===== config.mk =====
export PLATFORM = sky130hd
export DESIGN_NAME = dual_sar_sequencer
export DESIGN_NICKNAME = d
export VERILOG_FILES = /design/src/rtl/dsq_pkg.sv /design/src/rtl/dsq_rate_tick.sv /design/src/rtl/dsq_cfg_shadow.sv /design/src/rtl/dsq_serial_rx.sv /design/src/rtl/dual_sar_sequencer.sv
export SDC_FILE = /design/constraint.sdc
export NUM_CORES = 1
export LEC_CHECK = 0
export BUFFER_PORTS_ARGS = -buffer_cell sky130_fd_sc_hd__buf_4
export CORE_MARGIN = 2
export CORE_UTILIZATION = 40
export DETAILED_ROUTE_END_ITERATION = 16
export PLACE_DENSITY = 0.56
export SYNTH_ARGS = -nofsm -noshare
export SYNTH_HDL_FRONTEND = slang
export SYNTH_SLANG_ARGS = --single-unit

===== constraint.sdc =====
create_clock -name clk -period 4.6 [get_ports clk]
set_input_delay 0.92 -clock clk [delete_from_list [all_inputs] [get_ports clk]]
set_output_delay 0.92 -clock clk [all_outputs]
set_load 0.05 [all_outputs]

===== src/rtl/dsq_pkg.sv =====
package dsq_pkg;

    typedef enum logic [2:0] {
        SEQ_IDLE,
        SEQ_CONVST,
        SEQ_WAIT_RISE,
        SEQ_WAIT_FALL,
        SEQ_READ
    } seq_st_e;

    localparam int SMP_W = 16;
    localparam int LANES = 2;
    localparam logic [1:0] RANGE_BAD = 2'b11;

endpackage


===== src/rtl/dsq_rate_tick.sv =====
module dsq_rate_tick #(
    parameter int RATE_W = 16
) (
    input  logic              clk,
    input  logic              rst_n,
    input  logic              en,
    input  logic [RATE_W-1:0] period,
    output logic              tick
);

    typedef struct packed {
        logic [RATE_W-1:0] cnt;
        logic              tick;
    } tick_st_t;

    tick_st_t st_d, st_q;

    always_comb begin
        st_d      = st_q;
        st_d.tick = 1'b0;
        if (!en) begin
            st_d.cnt = '0;
        end else if (({1'b0, st_q.cnt} + (RATE_W+1)'(1)) >= {1'b0, period}) begin
            st_d.cnt  = '0;
            st_d.tick = 1'b1;
        end else begin
            st_d.cnt = st_q.cnt + 1'b1;
        end
    end

    always_ff @(posedge clk or negedge rst_n) begin
        if (!rst_n) st_q <= '0;
        else        st_q <= st_d;
    end

    assign tick = st_q.tick;

endmodule


===== src/rtl/dsq_cfg_shadow.sv =====
module dsq_cfg_shadow
    import dsq_pkg::*;
(
    input  logic       clk,
    input  logic       rst_n,
    input  logic       wr,
    input  logic       addr_in,
    input  logic [1:0] range_in,
    input  logic       apply,
    output logic       addr_pin,
    output logic [1:0] range_pin,
    output logic       pending
);

    typedef struct packed {
        logic       sh_addr;
        logic [1:0] sh_range;
        logic       dirty;
        logic       pin_addr;
        logic [1:0] pin_range;
    } shadow_st_t;

    shadow_st_t st_d, st_q;

    always_comb begin
        st_d = st_q;
        // move the held request to the pins only when the sequencer allows it
        if (apply && st_q.dirty) begin
            st_d.pin_addr  = st_q.sh_addr;
            st_d.pin_range = st_q.sh_range;
            st_d.dirty     = 1'b0;
        end
        if (wr) begin
            st_d.sh_addr = addr_in;
            if (range_in != RANGE_BAD) st_d.sh_range = range_in;
            st_d.dirty = 1'b1;
        end
    end

    always_ff @(posedge clk or negedge rst_n) begin
        if (!rst_n) st_q <= '0;
        else        st_q <= st_d;
    end

    assign addr_pin  = st_q.pin_addr;
    assign range_pin = st_q.pin_range;
    assign pending   = st_q.dirty;

endmodule


===== src/rtl/dsq_serial_rx.sv =====
module dsq_serial_rx
    import dsq_pkg::*;
#(
    parameter int DATA_W  = 12,
    parameter int CLK_DIV = 4
) (
    input  logic                         clk,
    input  logic                         rst_n,
    input  logic                         go,
    input  logic [LANES-1:0]             din,
    output logic                         cs_n,
    output logic                         sclk,
    output logic                         done,
    output logic [LANES-1:0][DATA_W-1:0] word
);

    localparam int DIV_W = (CLK_DIV > 1) ? $clog2(CLK_DIV) : 1;
    localparam int BIT_W = $clog2(DATA_W + 1);

    typedef struct packed {
        logic                         active;
        logic                         cs_n;
        logic                         sclk;
        logic                         done;
        logic [DIV_W-1:0]             div;
        logic [BIT_W-1:0]             nbit;
        logic [LANES-1:0][DATA_W-1:0] sh;
    } rx_st_t;

    rx_st_t st_d, st_q;

    always_comb begin
        st_d      = st_q;
        st_d.done = 1'b0;
        if (!st_q.active) begin
            if (go) begin
                st_d.active = 1'b1;
                st_d.cs_n   = 1'b0;
                st_d.sclk   = 1'b1;
                st_d.div    = '0;
                st_d.nbit   = '0;
            end
        end else if (st_q.div == DIV_W'(CLK_DIV - 1)) begin
            st_d.div = '0;
            if (st_q.sclk) begin
                // falling edge: take one bit from every lane, MSB first
                st_d.sclk = 1'b0;
                for (int l = 0; l < LANES; l++) begin
                    st_d.sh[l] = {st_q.sh[l][DATA_W-2:0], din[l]};
                end
                st_d.nbit = st_q.nbit + 1'b1;
            end else begin
                st_d.sclk = 1'b1;
                if (st_q.nbit == BIT_W'(DATA_W)) begin
                    st_d.active = 1'b0;
                    st_d.cs_n   = 1'b1;
                    st_d.done   = 1'b1;
                end
            end
        end else begin
            st_d.div = st_q.div + 1'b1;
        end
    end

    always_ff @(posedge clk or negedge rst_n) begin
        if (!rst_n) begin
            st_q      <= '0;
            st_q.cs_n <= 1'b1;
            st_q.sclk <= 1'b1;
        end else begin
            st_q <= st_d;
        end
    end

    assign cs_n = st_q.cs_n;
    assign sclk = st_q.sclk;
    assign done = st_q.done;
    assign word = st_q.sh;

endmodule


===== src/rtl/dual_sar_sequencer.sv =====
module dual_sar_sequencer
    import dsq_pkg::*;
#(
    parameter int DATA_W       = 12,
    parameter int CLK_DIV      = 4,
    parameter int ACQ_CYCLES   = 14,
    parameter int CNV_LOW      = 2,
    parameter int BUSY_TIMEOUT = 400,
    parameter int RATE_W       = 16
) (
    input  logic              clk,
    input  logic              rst_n,
    input  logic              start_req,
    input  logic              rate_en,
    input  logic [RATE_W-1:0] rate_period,
    input  logic              cfg_wr,
    input  logic              cfg_addr,
    input  logic [1:0]        cfg_range,
    output logic              adc_cnv_n,
    input  logic              adc_busy,
    output logic              adc_cs_n,
    output logic              adc_sclk,
    input  logic              adc_dout_a,
    input  logic              adc_dout_b,
    output logic              adc_addr,
    output logic [1:0]        adc_range,
    output logic [15:0]       smp_a,
    output logic [15:0]       smp_b,
    output logic              smp_chan,
    output logic              smp_valid,
    output logic              busy_err
);

    localparam int CNT_MAX = (BUSY_TIMEOUT > CNV_LOW) ? BUSY_TIMEOUT : CNV_LOW;
    localparam int CNT_W   = $clog2(CNT_MAX + 1);
    localparam int ACQ_W   = $clog2(ACQ_CYCLES + 1);

    typedef struct packed {
        seq_st_e                     state;
        logic                        cnv_n;
        logic [CNT_W-1:0]            cnt;
        logic [ACQ_W-1:0]            acq;
        logic                        pend;
        logic                        cur_tag;
        logic                        lat_tag;
        logic [LANES-1:0][SMP_W-1:0] smp;
        logic                        chan;
        logic                        valid;
        logic                        err;
    } seq_st_t;

    seq_st_t st_d, st_q;

    logic                         tick;
    logic                         cfg_pend;
    logic                         cfg_apply;
    logic                         rx_go;
    logic                         rx_done;
    logic [LANES-1:0][DATA_W-1:0] rx_word;
    logic [LANES-1:0][SMP_W-1:0]  ext;

    dsq_rate_tick #(.RATE_W(RATE_W)) u_rate (
        .clk    (clk),
        .rst_n  (rst_n),
        .en     (rate_en),
        .period (rate_period),
        .tick   (tick)
    );

    dsq_cfg_shadow u_cfg (
        .clk       (clk),
        .rst_n     (rst_n),
        .wr        (cfg_wr),
        .addr_in   (cfg_addr),
        .range_in  (cfg_range),
        .apply     (cfg_apply),
        .addr_pin  (adc_addr),
        .range_pin (adc_range),
        .pending   (cfg_pend)
    );

    dsq_serial_rx #(.DATA_W(DATA_W), .CLK_DIV(CLK_DIV)) u_rx (
        .clk   (clk),
        .rst_n (rst_n),
        .go    (rx_go),
        .din   ({adc_dout_b, adc_dout_a}),
        .cs_n  (adc_cs_n),
        .sclk  (adc_sclk),
        .done  (rx_done),
        .word  (rx_word)
    );

    // widen each lane to the output width with its sign bit
    for (genvar l = 0; l < LANES; l++) begin : g_lane
        if (DATA_W < SMP_W) begin : g_ext
            assign ext[l] = {{(SMP_W-DATA_W){rx_word[l][DATA_W-1]}}, rx_word[l]};
        end else begin : g_full
            assign ext[l] = rx_word[l][SMP_W-1:0];
        end
    end

    always_comb begin
        st_d       = st_q;
        st_d.valid = 1'b0;
        st_d.err   = 1'b0;
        cfg_apply  = 1'b0;
        rx_go      = 1'b0;

        if (st_q.acq != ACQ_W'(ACQ_CYCLES)) st_d.acq = st_q.acq + 1'b1;

        unique case (st_q.state)
            SEQ_IDLE: begin
                if (cfg_pend) begin
                    // pins move now, so the settling window starts over
                    cfg_apply = 1'b1;
                    st_d.acq  = '0;
                end else if (st_q.pend && st_q.acq == ACQ_W'(ACQ_CYCLES)) begin
                    st_d.state = SEQ_CONVST;
                    st_d.cnv_n = 1'b0;
                    st_d.cnt   = '0;
                    st_d.pend  = 1'b0;
                end
            end
            SEQ_CONVST: begin
                if (st_q.cnt == CNT_W'(CNV_LOW - 1)) begin
                    st_d.cnv_n = 1'b1;
                    st_d.state = SEQ_WAIT_RISE;
                    st_d.cnt   = '0;
                end else begin
                    st_d.cnt = st_q.cnt + 1'b1;
                end
            end
            SEQ_WAIT_RISE: begin
                if (adc_busy) begin
                    st_d.state   = SEQ_WAIT_FALL;
                    st_d.cnt     = '0;
                    st_d.cur_tag = st_q.lat_tag;
                    st_d.lat_tag = adc_addr;
                end else if (st_q.cnt == CNT_W'(BUSY_TIMEOUT - 1)) begin
                    st_d.err   = 1'b1;
                    st_d.state = SEQ_IDLE;
                    st_d.acq   = '0;
                end else begin
                    st_d.cnt = st_q.cnt + 1'b1;
                end
            end
            SEQ_WAIT_FALL: begin
                cfg_apply = 1'b1;
                if (!adc_busy) begin
                    st_d.state = SEQ_READ;
                    st_d.acq   = '0;
                    rx_go      = 1'b1;
                end else if (st_q.cnt == CNT_W'(BUSY_TIMEOUT - 1)) begin
                    st_d.err   = 1'b1;
                    st_d.state = SEQ_IDLE;
                    st_d.acq   = '0;
                end else begin
                    st_d.cnt = st_q.cnt + 1'b1;
                end
            end
            SEQ_READ: begin
                if (rx_done) begin
                    st_d.smp   = ext;
                    st_d.chan  = st_q.cur_tag;
                    st_d.valid = 1'b1;
                    st_d.state = SEQ_IDLE;
                end
            end
            default: st_d.state = SEQ_IDLE;
        endcase

        // requests raised during a conversion are held for the next one
        if (start_req || tick) st_d.pend = 1'b1;
    end

    always_ff @(posedge clk or negedge rst_n) begin
        if (!rst_n) begin
            st_q       <= '0;
            st_q.state <= SEQ_IDLE;
            st_q.cnv_n <= 1'b1;
        end else begin
            st_q <= st_d;
        end
    end

    assign adc_cnv_n = st_q.cnv_n;
    assign smp_a     = st_q.smp[0];
    assign smp_b     = st_q.smp[1];
    assign smp_chan  = st_q.chan;
    assign smp_valid = st_q.valid;
    assign busy_err  = st_q.err;

endmodule


==> metrics.md, run 1 <==
| Metric | Value |
|---|---|
| Initial Util | `0.405` |
| FF+latch area | `2630 sq um` |
| Pwr dens | `461 nW/um^2` |
| Design Power | `2.78 mW` |
| CTS Root Cell | `clkbuf_16` |
| Yosys warnings | `0` |
| ANT nets after route | `0` |
| Area Overhead vs Synth | `13.2%` |
| Via-to-Cell Ratio | `4.98` |
| CTS Hold Buffers Added | `0` |
| Die X | `119 um` |
| Setup CP Type | `register to register` |
| Min cycle time layout | `3070 ps` |
| Synth Flop Type | `dfrtp_1` |
| PortBufs | `67` |
| Required @ worst endpoint | `4840 ps` |
| Max Clk Rate | `326 MHz` |
| 1st-pass router iterations | `4` |
| Initial drt markers | `194` |
| Row Count | `42` |
| Filler Cells Inserted | `1,261` |
| DRC viols | `0` |
| Cts repair resizes | `0` |
| First-pass GRT wire length | `17,500 um` |
| Flops & latches, synth | `105` |
| HP Class | `register to register` |
| Max-slew violations | `0` |
| Commonest non-fill, non-tap cell in the layout | `nand2_1` |
| Clk sinks | `105` |
| GRT Total Usage | `0.151` |
| Post-route insts no fill | `744` |
| Commonest cells after routing, fill and taps aside | `nand2_1 (107), dfrtp_1 (102), buf_4 (70)` |
| CTS tree | `yes` |
| Area after DPL | `5740 sq um` |
| Final hold viol count | `0` |
| Hpwl dp | `6860 um` |
| Post-synthesis cell count | `532` |
| Syn nets | `583` |
| H-tree depth | `3` |
| Io pins | `68` |
| Setup Buffers After CTS | `0` |
| Via count | `3,706` |
| Die Area | `14,200 sq um` |
| Crit-path max FO | `17` |
| Setup violations, final | `0` |
| Synth async-reset ratio | `1.00` |
| Max_cap viols | `0` |
| Number of global-route vias before repair | `3,660` |
| Clock Skew | `8.13 ps` |
| Metal3 WL | `278 um` |
| Inserted Clock Buffers | `9` |
| Critical path capture point type | `register` |
| Final RePlAce weighted congestion | `0.820` |
| Die height | `119 um` |
| Status | `finished clean` |
| Clock Pin Slew Worst Setup and Hold Paths | `70 ps` |
| Wirelength per Cell | `13.3 um` |
| Unrepaired setup endpoints after global routing | `no` |
| Final nets | `614` |
| Initial antenna violation count | `0` |
| Finished layout cell area | `6030 sq um` |
| Placed Cells | `728` |
| Worst relative slew slack | `0.260` |
| Seq/Total Area, Yosys | `0.494` |
| Leakage | `3.06 nW` |
| Netlist Area Pre-Place | `5320 sq um` |
| Fin util | `0.459` |
| Highest metal used | `met4` |
| Netlist cell types | `57` |
| Element type at the critical path start | `register` |
| Post-synth EDFFs | `0` |
| Core Box Area | `13,100 sq um` |
| R2R setup slack | `1530 ps` |
| Avg Cell Area, Syn | `10.0 sq um` |
| Pin count of the biggest net entering global routing | `81` |
| Met1 wire length | `4730 um` |
| Setup TNS | `0 ps` |
| WL met2 | `4790 um` |
| Maximum VDD drop | `0.205 mV` |
| Clock Tree Buf Depth | `2` |
| Share of cells above drive strength 1 | `0.236` |
| Routed wire length | `9930 um` |
| Worst Max-Slew Pin Slew | `1110 ps` |
| Tcrit/Tclk final | `0.668` |
| Multi-input logic area | `2260 sq um` |
| Worst-Skew Late Latency | `350 ps` |
| # diodes | `0` |
| WP data arrival | `3310 ps` |
| Grt ovf | `0` |
## path summary, 6_finish.rpt
| path | startpoint | endpoint | cells after the start |
|---|---|---|---|
| max in group asynchronous | rst_n | u_rate.st_q[7]$_DFF_PN0_ | 2 |
| min in group asynchronous | rst_n | u_cfg.st_q[6]$_DFFE_PN0P_ | 1 |
| worst min-delay path | u_rx.done$_DFF_PN0_ | st_q[54]$_DFFE_PN0P_ | 1 |
| worst max-delay path | u_rate.st_q[1]$_DFF_PN0_ | u_rate.st_q[10]$_DFF_PN0_ | 11 |
| worst max register to register | u_rate.st_q[1]$_DFF_PN0_ | u_rate.st_q[10]$_DFF_PN0_ | 11 |
| worst min register to register | u_rx.done$_DFF_PN0_ | st_q[54]$_DFFE_PN0P_ | 1 |
## kinds of logic (layout without fill, tap and decap cells)
family,after synthesis,after routing,share of synthesized area
AOI/OAI and AO/OA,64,64,0.0834
adders and majority gates,24,24,0.0564
DFF,105,105,0.494
and+or+nand+nor,217,217,0.194
buffers and inverters,75,111,0.0804
muxes,31,31,0.0656
xor gates and xnor gates,16,16,0.0263
## sequential cells by signal, indices dropped and copies added, names as in the netlist
| signal | flops |
|---|---|
| u_rx.sclk | 1 |
| adc_cnv_n | 1 |
| u_cfg.pending | 1 |
| u_rx.cs_n | 1 |
| u_rate.tick | 1 |
| smp_chan | 1 |
| u_cfg.addr_pin | 1 |
| u_rx.done | 1 |
| st_q | 19 |
| u_rate.st_q | 16 |
| u_rx.st_q | 7 |
| smp_a | 12 |
| u_cfg.st_q | 3 |
| smp_b | 12 |
| u_rx.word | 24 |
| u_cfg.range_pin | 2 |
| busy_err | 1 |
| smp_valid | 1 |
## per-layer routing
metal  up-vias  GRT usage
met4         0     0.0522
li1       1850          -
met1      1790      0.201
met2        57      0.246
met5         -          0
met3         9     0.0297
## critical path, stage by stage (launching register included)
cell and delay (ps):
dfrtp_1 470, ha_1 270, nand3_1 140, nor2_1 210, and3_1 210, xor2_1 200, ha_1 280, nand4_1 120
nor2_1 60, a41oi_1 230, nand2_1 380, nor4b_1 400
## cells in the mapped netlist (3+ instances only)
library cell | instances | share of area
xnor2_1 | 7 | 0.012
nor2_1 | 29 | 0.020
inv_1 | 25 | 0.018
nor4_1 | 4 | 0.0047
dfrtp_1 | 102 | 0.48
o31ai_1 | 3 | 0.0042
or2_2 | 3 | 0.0035
o21ai_0 | 20 | 0.019
a22o_1 | 4 | 0.0066
o21bai_1 | 4 | 0.0056
buf_4 | 34 | 0.048
nor3_1 | 17 | 0.016
dfstp_2 | 3 | 0.015
buf_2 | 3 | 0.0028
nand4_1 | 7 | 0.0082
xor2_1 | 9 | 0.015
nand2b_1 | 3 | 0.0035
a21oi_1 | 11 | 0.010
mux2_2 | 31 | 0.066
nand2_1 | 107 | 0.075
and3_1 | 7 | 0.0082
clkbuf_1 | 9 | 0.0063
ha_1 | 24 | 0.056
nor4b_1 | 7 | 0.012
nand3_1 | 17 | 0.016
nor2b_1 | 3 | 0.0035
## power by group
group / total, mW / internal (mW) / switching (mW) / leakage, nW
logic: 0.749 / 0.297 / 0.453 / 1.53
registers: 1.28 / 1.11 / 0.174 / 1.39
clock network: 0.744 / 0.379 / 0.365 / 0.141
total: 2.78 / 1.78 / 0.992 / 3.06
## per-stage QoR
stage          setup WS (ps)  hold slack [ps]
3_3_place_gp            1670              437
3_5_place_dp            1560              450
6_report                1530              460
4_1_cts                 1550              466
5_1_grt                 1170              477
2_1_floorplan           1930              408
## layout make-up
type	count	area share
repair buffers	70	0.0872
clock buffers	9	0.0374
well taps	176	0.0365
clock inverters	7	0.0110
flip-flops and latches	105	0.437
multi-input cells	352	0.376
inverters	25	0.0156
No activity file was read; power rests on OpenSTA's default activity.
==> run 2: changes to the inputs <==
Clock period 4.6 ns to 3.1 ns, I/O delays scaled along.
==> run 2 against run 1 <==
Final cell count increased by 1.5%. First-iteration DRC count increased by 47%. Combinational power increased by 52%. Die area unchanged. Total power increased by 50%. Largest cell class unchanged. Largest power group unchanged.
==> metrics.md, run 2 (synthesized netlist as in run 1, its figures left out) <==
| Metric | Value |
|---|---|
| Status | `finished clean` |
| Final hold viol count | `0` |
| Routed wire length | `10,200 um` |
| Worst-Skew Late Latency | `350 ps` |
| Initial drt markers | `285` |
| Worst Max-Slew Pin Slew | `640 ps` |
| Worst reg2reg startpoint | `u_rate.st_q[2]$_DFF_PN0_` |
| Clock Pin Slew Worst Setup and Hold Paths | `70 ps` |
| PortBufs | `67` |
| Min cycle time layout | `2810 ps` |
| DRC viols | `0` |
| Row Count | `42` |
| H-tree depth | `3` |
| Max FFs per register | `24` |
| Element type at the critical path start | `register` |
| Initial antenna violation count | `0` |
| Share of cells above drive strength 1 | `0.264` |
| Number of global-route vias before repair | `3,708` |
| Crit path cell chain | `ha_2, nand3_1, nor2_2, xor2_1, ha_1, nand4_1, nor3_1, a2111oi_0, o211ai_1, buf_4, nor4b_1` |
| Final RePlAce weighted congestion | `0.832` |
| 1st-pass router iterations | `5` |
| CTS tree | `yes` |
| Area Overhead vs Synth | `15.5%` |
| Core Box Area | `13,100 sq um` |
| Area after DPL | `5780 sq um` |
| Wirelength per Cell | `13.4 um` |
| Multi-input logic area | `2300 sq um` |
| Tcrit/Tclk final | `0.905` |
| ANT nets after route | `0` |
| CP max stage cell | `dfrtp_1` |
| Clock Skew | `8.21 ps` |
| Crit-path max FO | `17` |
| Leakage | `3.12 nW` |
| Filler Cells Inserted | `1,251` |
| Final nets | `625` |
| Hpwl dp | `6920 um` |
| FF+latch area | `2630 sq um` |
| Via count | `3,796` |
| Critical path capture point type | `register` |
| Die height | `119 um` |
| Setup violations, final | `0` |
| Initial Util | `0.405` |
| Clk sinks | `105` |
| Clock Tree Buf Depth | `2` |
| Setup CP Type | `register to register` |
| Die X | `119 um` |
| Max_cap viols | `0` |
| Maximum VDD drop | `0.253 mV` |
| Inserted Clock Buffers | `9` |
| Finished layout cell area | `6150 sq um` |
| Pin count of the biggest net entering global routing | `51` |
| HP Class | `input port to async pin` |
| Worst relative slew slack | `0.573` |
| Required @ worst endpoint | `3340 ps` |
| First-pass GRT wire length | `17,500 um` |
| CTS Root Cell | `clkbuf_16` |
| Die Area | `14,200 sq um` |
| Commonest cells after routing, fill and taps aside | `nand2_1 (107), dfrtp_1 (101), buf_4 (81)` |
| Via-to-Cell Ratio | `5.03` |
| GRT Total Usage | `0.150` |
| Max-slew violations | `0` |
| Critical path's largest stage delay | `410 ps` |
| Commonest non-fill, non-tap cell in the layout | `nand2_1` |
| Grt ovf | `0` |
| Worst setup path startpoint | `u_rate.st_q[2]$_DFF_PN0_` |
| Pwr dens | `678 nW/um^2` |
| # diodes | `0` |
| Io pins | `68` |
| Max Clk Rate | `356 MHz` |
| Design Power | `4.17 mW` |
| WP data arrival | `3050 ps` |
run 2: timing repair:
item	CTS	global route
buffers inserted	0	5
resized for setup	0	8
hold buffers	0	0
setup endpoints to repair	0	17
run 2: layout make-up:
class / instances / share of cell area
clock inverters: 6 / 0.00936
clock buffers: 10 / 0.0389
repair buffers: 81 / 0.0989
well taps: 176 / 0.0358
inverters: 25 / 0.0153
flip-flops and latches: 105 / 0.428
multi-input cells: 352 / 0.374
run 2: per-layer routing:
layer | vias up | GRT usage | wire [um]
met5 | - | 0 | 0
met4 | 0 | 0.0485 | 137
met3 | 11 | 0.0273 | 278
met2 | 56 | 0.245 | 4810
met1 | 1854 | 0.202 | 4920
li1 | 1875 | - | -
run 2: critical path, delay by kind of cell (launching register included):
kind | cells | cell delay, ps
compound gates | 2 | 530
xor+xnor | 1 | 220
fa+ha+maj | 2 | 520
buf+inv | 1 | 220
flops | 1 | 410
simple gates | 5 | 810
run 2: final timing paths:
check	end	depth (start not counted)	slack [ps]
max	u_rate.st_q[11]$_DFF_PN0_	11	290
min	smp_chan$_DFFE_PN0P_	1	290
max reg2reg	u_rate.st_q[11]$_DFF_PN0_	11	290
min reg2reg	st_q[37]$_DFFE_PN0P_	2	440
max in group asynchronous	adc_cnv_n$_DFFE_PN1P_	2	1940
min in group clk	st_q[37]$_DFFE_PN0P_	2	440
run 2: stage by stage:
step	hold slack [ps]	utilization	TNS [ps]	cells	setup slack, ps
2_1_floorplan	324	-	0	532	430
4_1_cts	312	0.463	0	750	141
3_5_place_dp	424	0.440	0	734	153
6_report	287	0.468	0	755	293
3_3_place_gp	428	0.440	0	734	258
5_1_grt	343	0.468	-35.3	755	-31.3
run 2: where the power goes:
part	switching (mW)	total (mW)	internal, mW
sequential	0.261	1.91	1.64
clock	0.540	1.13	0.586
combinational	0.678	1.14	0.458
==> run 3: changes to the inputs <==
Settings changed: GPL_ROUTABILITY_DRIVEN from default to 0, MAX_ROUTING_LAYER from default to met4.
==> run 3 against run 2 <==
Wire length barely moved. Count of clock-buffer cells in the layout did not move. Core utilization did not move. Via count rose by 0.11%. Non-clock buffer count did not move. Total power barely moved. Sequential share of layout area did not move. Flip-flop and latch count did not move. Global-route usage rose by 0.47 points. Final area did not move. Worst setup slack got worse by 0.98 ps. Combinational power barely moved. Critical endpoint unchanged. Largest cell class unchanged.
==> metrics.md, run 3 (synthesized netlist as in run 1, its figures left out) <==
| Metric | Value |
|---|---|
| Gate power share | `0.273` |
| Initial Util | `0.405` |
| Worst Max-Slew Pin Slew | `639 ps` |
| Clock power frac | `0.270` |
| Met1 global-route usage | `0.202` |
| Busiest grt layer | `met2` |
| Leakage | `3.12 nW` |
| Required @ worst endpoint | `3340 ps` |
| Sw power | `1.48 mW` |
| 1st-pass router iterations | `4` |
| Setup CP Type | `register to register` |
| Min cycle time layout | `2810 ps` |
| Inserted Clock Buffers | `9` |
| Met3 Use GR | `0.0216` |
| WP data arrival | `3050 ps` |
| Pwr dens | `677 nW/um^2` |
| Via count | `3,800` |
| Max FFs per register | `24` |
| Final nets | `625` |
| Routed wire length | `10,200 um` |
| Placed Cells | `734` |
| Clock Tree Buf Depth | `2` |
| Core Box Area | `13,100 sq um` |
| Crit-path max FO | `17` |
| Final hold viol count | `0` |
| Number of global-route vias before repair | `3,708` |
| Setup violations, final | `0` |
| Commonest cells after routing, fill and taps aside | `nand2_1 (107), dfrtp_1 (101), buf_4 (81)` |
| Grt ovf | `0` |
| Critical path capture point type | `register` |
| Met2 global-route usage | `0.245` |
| Clk sinks | `105` |
| GRT Total Usage | `0.155` |
| Initial antenna violation count | `0` |
| First-pass GRT wire length | `17,500 um` |
| Status | `finished clean` |
| Int Power | `2.69 mW` |
| Max Clk Rate | `356 MHz` |
| Tcrit/Tclk final | `0.906` |
| Fin util | `0.468` |
| CTS tree | `yes` |
| Sw Share | `0.355` |
| Io pins | `68` |
| Worst-Skew Late Latency | `350 ps` |
| Worst relative slew slack | `0.574` |
| Via-to-Cell Ratio | `5.03` |
| Die Area | `14,200 sq um` |
| HP Class | `input port to async pin` |
| Wirelength per Cell | `13.5 um` |
| Row Count | `42` |
| ANT nets after route | `0` |
| Die height | `119 um` |
| CTS Root Cell | `clkbuf_16` |
| Share of cells above drive strength 1 | `0.264` |
| Initial drt markers | `287` |
| # diodes | `0` |
| Post-route insts no fill | `755` |
| Commonest non-fill, non-tap cell in the layout | `nand2_1` |
| Flop pwr share | `0.457` |
| PortBufs | `67` |
| DRC viols | `0` |
| Clock Skew | `5.53 ps` |
| Area Overhead vs Synth | `15.5%` |
| Max_cap viols | `0` |
| Pin count of the biggest net entering global routing | `51` |
| Element type at the critical path start | `register` |
| Clock Pin Slew Worst Setup and Hold Paths | `70 ps` |
| Die X | `119 um` |
| Hpwl dp | `6920 um` |
| Max-slew violations | `0` |
| Maximum VDD drop | `0.251 mV` |
| H-tree depth | `3` |
## run 3: cell counts in the layout (fill, tap and decap cells not counted)
Identical to the previous run, type by type.
## run 3: timing repair
item / CTS / global route
endpoints found under the setup margin: 0 / 17
setup buffers: 0 / 5
hold buffers: 0 / 0
resized for setup: 0 / 8
## run 3: worst max-delay path: stages, from the launching register on
cell       delay [ps]
dfrtp_1           410
ha_2              240
nand3_1           140
nor2_2            210
and3_1            190
xor2_1            180
ha_1              280
a211oi_2          190
o21ai_0           120
o2111ai_1         120
o211ai_1          130
buf_4             220
nor4b_1           260
## run 3: area by class of cell
class                   instances  area [sq um]
clock inverters                 6          57.6
clock buffers                  10           239
fillers                      1251          6990
multi-input cells             352          2300
well taps                     176           220
flip-flops and latches        105          2630
repair buffers                 81           608
inverters                      25          93.8
## run 3: metal layers
layer,vias to the layer above,part of all wire,routed length [um]
met5,-,0,0
li1,1876,-,-
met4,0,0.011,107
met3,10,0.025,258
met1,1857,0.49,4950
met2,57,0.48,4840
## run 3: power by group through the flow
| stage | Clock (mW) | Sequential [mW] | Combinational [mW] |
|---|---|---|---|
| floorplan | 0 | 1.91 | 0.863 |
| global placement | 0 | 1.92 | 1.12 |
| detailed placement | 0 | 1.93 | 1.14 |
| CTS | 1.16 | 1.91 | 1.15 |
| global route | 1.22 | 1.95 | 1.29 |
| finish | 1.12 | 1.91 | 1.14 |
## run 3: worst paths after layout
| kind | slack [ps] | depth (start not counted) | startpoint | endpoint |
|---|---|---|---|---|
| max | 290 | 12 | u_rate.st_q[2]$_DFF_PN0_ | u_rate.st_q[11]$_DFF_PN0_ |
| min in group clk | 440 | 2 | u_rate.tick$_DFF_PN0_ | st_q[37]$_DFFE_PN0P_ |
| max reg2reg | 290 | 12 | u_rate.st_q[2]$_DFF_PN0_ | u_rate.st_q[11]$_DFF_PN0_ |
| min reg2reg | 440 | 2 | u_rate.tick$_DFF_PN0_ | st_q[37]$_DFFE_PN0P_ |
| min | 290 | 1 | rst_n | smp_chan$_DFFE_PN0P_ |
| max in group asynchronous | 1940 | 2 | rst_n | adc_cnv_n$_DFFE_PN1P_ |
## run 3: stage by stage
| stage | cell area, sq um | TNS, ps | total power [mW] | hold WS, ps | setup WS [ps] |
|---|---|---|---|---|---|
| finish | 6150 | 0 | 4.17 | 286 | 292 |
| global route | 6150 | -34.9 | 4.46 | 345 | -31.1 |
| CTS | 6080 | 0 | 4.22 | 312 | 141 |
| detailed placement | 5780 | 0 | 3.07 | 424 | 153 |
| global placement | 5780 | 0 | 3.04 | 428 | 258 |
| floorplan | 5320 | 0 | 2.77 | 324 | 430 |
